<file path="src/rtl/pwm5_pkg.sv">
`timescale 1ns/1ps
package pwm5_pkg;
  localparam int unsigned PWM5_DUTY_W = 5;

  typedef enum logic {
    PWR_RUN  = 1'b0,
    PWR_HALT = 1'b1
  } pwr_state_e;
endpackage

</file>
<file path="src/rtl/pwm5_power.sv">
`timescale 1ns/1ps
// Power-down state machine: power-down wins over recall, recall restarts.
module pwm5_power
  import pwm5_pkg::*;
(
  input  logic clk,
  input  logic rst_n,
  input  logic shutdown_stb,
  input  logic recall_stb,
  output logic halted,
  output logic restart
);
  pwr_state_e state_q, state_d;

  always_comb begin
    state_d = state_q;
    unique case (state_q)
      PWR_RUN:  if (shutdown_stb) state_d = PWR_HALT;
      PWR_HALT: if (recall_stb && !shutdown_stb) state_d = PWR_RUN;
      default:  state_d = PWR_RUN;
    endcase
  end

  always_ff @(posedge clk) begin
    if (!rst_n) state_q <= PWR_RUN;
    else        state_q <= state_d;
  end

  assign halted  = (state_q == PWR_HALT);
  assign restart = halted && recall_stb && !shutdown_stb;
endmodule

</file>
<file path="src/rtl/pwm5_counter.sv">
`timescale 1ns/1ps
// Period counter: ticks while running, clears on restart.
module pwm5_counter #(
  parameter int unsigned DUTY_W = 5
) (
  input  logic              clk,
  input  logic              rst_n,
  input  logic              tick_en,
  input  logic              halted,
  input  logic              restart,
  output logic [DUTY_W-1:0] cnt,
  output logic              wrap
);
  localparam logic [DUTY_W-1:0] CNT_TOP = {DUTY_W{1'b1}};

  logic advance;
  assign advance = tick_en && !halted;
  assign wrap    = advance && (cnt == CNT_TOP);

  always_ff @(posedge clk) begin
    if (!rst_n)       cnt <= '0;
    else if (restart) cnt <= '0;
    else if (advance) cnt <= cnt + 1'b1;
  end
endmodule

</file>
<file path="src/rtl/pwm5_setting.sv">
`timescale 1ns/1ps
// Pending and live settings; the live copy changes only at a boundary.
module pwm5_setting #(
  parameter int unsigned DUTY_W     = 5,
  parameter bit          AT_BOUNDARY = 1'b1
) (
  input  logic              clk,
  input  logic              rst_n,
  input  logic              set_duty_stb,
  input  logic [DUTY_W-1:0] duty_in,
  input  logic              full_on_stb,
  input  logic              boundary,
  output logic [DUTY_W-1:0] live_duty,
  output logic              live_fo
);
  logic [DUTY_W-1:0] pend_duty;
  logic              pend_fo;

  always_ff @(posedge clk) begin
    if (!rst_n) begin
      pend_duty <= '0;
      pend_fo   <= 1'b0;
    end else begin
      if (set_duty_stb) begin
        pend_duty <= duty_in;
        pend_fo   <= 1'b0;
      end
      if (full_on_stb) pend_fo <= 1'b1;
    end
  end

  generate
    if (AT_BOUNDARY) begin : g_deferred
      always_ff @(posedge clk) begin
        if (!rst_n) begin
          live_duty <= '0;
          live_fo   <= 1'b0;
        end else if (boundary) begin
          live_duty <= pend_duty;
          live_fo   <= pend_fo;
        end
      end
    end else begin : g_direct
      assign live_duty = pend_duty;
      assign live_fo   = pend_fo;
    end
  endgenerate
endmodule

</file>
<file path="src/rtl/pwm5_gen.sv">
`timescale 1ns/1ps
// Top: 32-step PWM with full-on and power-down.
module pwm5_gen
  import pwm5_pkg::*;
#(
  parameter int unsigned DUTY_W = PWM5_DUTY_W
) (
  input  logic              clk,
  input  logic              rst_n,
  input  logic              tick_en,
  input  logic              set_duty_stb,
  input  logic [DUTY_W-1:0] duty_in,
  input  logic              full_on_stb,
  input  logic              shutdown_stb,
  input  logic              recall_stb,
  output logic              pwm_out,
  output logic              pwm_oe
);
  logic              halted;
  logic              restart;
  logic [DUTY_W-1:0] cnt;
  logic              wrap;
  logic [DUTY_W-1:0] live_duty;
  logic              live_fo;
  logic              below;

  pwm5_power u_power (
    .clk(clk), .rst_n(rst_n),
    .shutdown_stb(shutdown_stb), .recall_stb(recall_stb),
    .halted(halted), .restart(restart)
  );

  pwm5_counter #(.DUTY_W(DUTY_W)) u_counter (
    .clk(clk), .rst_n(rst_n), .tick_en(tick_en),
    .halted(halted), .restart(restart),
    .cnt(cnt), .wrap(wrap)
  );

  pwm5_setting #(.DUTY_W(DUTY_W), .AT_BOUNDARY(1'b1)) u_setting (
    .clk(clk), .rst_n(rst_n),
    .set_duty_stb(set_duty_stb), .duty_in(duty_in),
    .full_on_stb(full_on_stb), .boundary(wrap || restart),
    .live_duty(live_duty), .live_fo(live_fo)
  );

  assign below   = (cnt < live_duty);
  assign pwm_oe  = !halted;
  assign pwm_out = !halted && (live_fo || below);
endmodule

</file>
<file path="config.mk">
export PLATFORM = sky130hd
export DESIGN_NAME = pwm5_gen
export DESIGN_NICKNAME = d
export VERILOG_FILES = /design/src/rtl/pwm5_pkg.sv /design/src/rtl/pwm5_power.sv /design/src/rtl/pwm5_counter.sv /design/src/rtl/pwm5_setting.sv /design/src/rtl/pwm5_gen.sv
export SDC_FILE = /design/constraint.sdc
export NUM_CORES = 1
export LEC_CHECK = 0
export ABC_AREA = 1
export CAP_MARGIN = 30
export CORE_MARGIN = 2
export CORE_UTILIZATION = 50
export CTS_CLUSTER_SIZE = 10
export DETAILED_ROUTE_END_ITERATION = 8
export DONT_BUFFER_PORTS = 1
export PLACE_DENSITY = 0.74
export SLEW_MARGIN = 5
export SYNTH_ARGS = -nofsm -noshare
export SYNTH_HDL_FRONTEND = slang
export SYNTH_SLANG_ARGS = --single-unit
</file>
<file path="constraint.sdc">
create_clock -name clk -period 1.58 [get_ports clk]
set_input_delay 0.474 -clock clk [delete_from_list [all_inputs] [get_ports clk]]
set_output_delay 0.474 -clock clk [all_outputs]
set_load 0.02 [all_outputs]
</file>
==> impl_results.md <==
- Status: finished, violations left
- Failing checks: setup timing
- Share of cells above drive strength 1: 31.5%
- CP Capture Type: output port
- Die Wd: 45.5 µm
- Hold Path Sink: u_setting.pend_fo
- Routed vias/inst: 4.99
- Mapped Nets: 139
- Initial Util: 51.6%
- Utilization after layout: 63.4%
- Reg-to-reg critical path startpoint: u_counter.cnt[1]
- Final setup vio count: 1
- Total power draw: 888 µW
- Xor/xnor cell area share of the yosys netlist: 0%
- Synth Area in Compound Gates: 9.87%
- I/O pins: 14
- Initial antenna violation count: 0
- Max_cap viols: 0
- TritonCTS clock tree: done
- Setup WS post-layout: -262 ps
- Main combinational cell family by area after synthesis: simple AND/OR/NAND/NOR gates
- Critical Path AT: 1370 ps
- Setup TNS: -262 ps
- CTS Buf Count: 3
- Chip Height: 45.5 µm
- GRT overflow: 0
- Design area: 1060 µm²
- Syn Inst Count: 121
- Clk slew on worst S/H paths: 100 ps
- #FFs+latches synth: 18
- Non-Filler Instances: 144
- Synth Cell Area: 862 µm²
- Clk_skew: 2.41 ps
- HPWL after detailed placement: 1130 µm
- Dpl cell area: 912 µm²
- Core Box Area: 1670 µm²
- HP Class: input port to register
- Largest net degree at the start of global routing: 15
- Vias: 718
- Hold_buf cts: 0
- Overall routing resource usage: 17.2%
- Netlist cell types: 17
- Clock Tree Buf Depth: 2
- DP Cell Count: 140
- Endpoints failing hold: 0
- Fmax: 0.543 GHz
- Critical-path top delay cell: dfxtp_2
- Final Max Tran Viols: 0
- RSZ-0062 raised after global routing: yes
- Crit-path max FO: 2
- Cell Chain, Critical Path: inv_2 > ha_4 > nand2_2 > inv_1 > nand2_1 > nand3_2 > a21oi_4
- WP data required: 1110 ps
- First-pass GRT wire length: 2580 µm
- Row cnt: 15
- PD cells: 838 nW/µm²
- R2R Setup Slk: 90 ps
- CTS H-tree lvls: 1
- ANT cells: 0
- CTS root buffer: clkbuf_4
- Pre-CTS setup slack: -48.3 ps
- Worst VDD drop: 547 µV
- Fin crit share: 117%
- Die area: 2070 µm²
- Worst-skew pair later-pin latency: 290 ps
- Mux contribution to synthesized area: 0%
- TritonRoute pass-1 iters: 3
- Hold-critical path depth: 2
- Area share of fa/ha/maj cells after synthesis: 8.71%
- Register area share after synthesis: 41.8%
- Simple-gate share of the synthesized area: 30.0%
- Post-synthesis area per instance: 7.12 µm²
- GPL Wtd Cong: 0.707
- Routed Wire Length: 1540 µm
- R2r worst-path depth: 10
- Max transition margin: 81.5%
- Crit-path max cell delay: 350 ps
- Slew at the pin closest to its max-slew limit: 277 ps
- Synth warn: 0
- WL/cell: 10.7 µm
- DR DRC count: 0
- # nets final: 146
- DRT antenna net count: 0
- Lkg Pwr: 0.478 nW
- Hold WS: 281 ps
- Clock Sinks: 18
- Min Tclk post-route: 1840 ps
- Hold path start: rst_n
- Worst setup SP type: register
- PortBufs: 0
- Vias in the first global route: 634
- CP Class: register to output port
- DRT iter0 DRCs: 5
- Area Overhead vs Synth: 22.9%
- Crit Reg-Reg Endpoint: u_setting.live_duty[1]
==> routing by layer <==
layer | part of all wire [%] | routed length (µm) | GRT usage, % | up-vias
met1 | 44 | 686 | 19.0 | 315
met4 | 1.7 | 27 | 7.06 | 0
met3 | 3.0 | 46 | 2.78 | 4
li1 | - | - | - | 389
met2 | 51 | 782 | 32.1 | 10
met5 | 0 | 0 | 0 | -
==> report_power, final <==
part           switching (mW)  internal (mW)  total (mW)
clock                   0.144          0.140       0.284
combinational          0.0650         0.0446       0.110
sequential             0.0176          0.476       0.494
==> area by class of cell <==
| class | instances | area (µm²) |
|---|---|---|
| inverters | 20 | 77.6 |
| flip-flops and latches | 18 | 370 |
| multi-input cells | 82 | 528 |
| repair buffers | 3 | 26.3 |
| fillers | 153 | 611 |
| well taps | 17 | 21.3 |
| clock buffers | 4 | 36.3 |
==> logic make-up (layout without fill, tap and decap cells) <==
kind of cell,count (synthesis),in the layout
AO/OA/AOI/OAI,17,17
adder cells (fa/ha/maj),6,6
buffers and inverters,21,27
flip-flops,18,18
AND/OR/NAND/NOR,59,59
==> cell usage in the layout, fill, tap and decap left out, drive strengths merged <==
cell type and n:
a21oi 4, clkbuf 4, dfxtp 18, nor2 30
inv 20, nor3 3, buf 3, o21ai 13
ha 6, nand3 3, nand2 23
==> worst max-delay path, delay by kind of cell (launching register included) <==
kind                     cells  cell delay, ps
flip-flops                   1             350
AO/OA/AOI/OAI                1             200
buffers and inverters        2              80
AND/OR/NAND/NOR              3             230
adder cells (fa/ha/maj)      1             210
==> flip-flops by register name, summed over array words and instances (netlist names) <==
register,cells
u_counter.cnt,5
u_setting.live_duty,5
u_setting.pend_duty,5
u_power.halted,1
u_setting.live_fo,1
u_setting.pend_fo,1
==> cell usage after synthesis <==
| cell | number | area, µm² |
|---|---|---|
| nor3_1 | 2 | 10.0 |
| nand3_1 | 3 | 15.0 |
| a21oi_1 | 4 | 20.0 |
| nand2_1 | 20 | 75.1 |
| nor2_1 | 29 | 109 |
| dfxtp_1 | 18 | 360 |
| inv_1 | 18 | 67.6 |
| inv_4 | 1 | 6.26 |
| nand2_2 | 1 | 6.26 |
| ha_1 | 6 | 75.1 |
| o21ai_0 | 7 | 35.0 |
| nor2_4 | 1 | 11.3 |
| nor3_2 | 1 | 10.0 |
| inv_2 | 1 | 3.75 |
| buf_2 | 1 | 5.00 |
| o21ai_1 | 6 | 30.0 |
| nand2_4 | 2 | 22.5 |
==> worst max-delay path by stage <==
stage                           start  endpoint  slack, ps  cells past startpoint
6_report       u_setting.live_duty[4]   pwm_out       -260                      7
5_1_grt        u_setting.live_duty[4]   pwm_out       -330                      7
4_1_cts        u_setting.live_duty[3]   pwm_out       -310                      7
3_5_place_dp   u_setting.live_duty[4]   pwm_out        -50                      7
3_3_place_gp   u_setting.live_duty[4]   pwm_out        -30                      7
2_1_floorplan  u_setting.live_duty[4]   pwm_out         20                      7
==> timing repair <==
| action | CTS | global route |
|---|---|---|
| resized for setup | 15 | 13 |
| setup buffers | 0 | 0 |
| pin swaps | 8 | 6 |
| endpoints found under the setup margin | 1 | 7 |
Power figures use the tool's default switching activity.
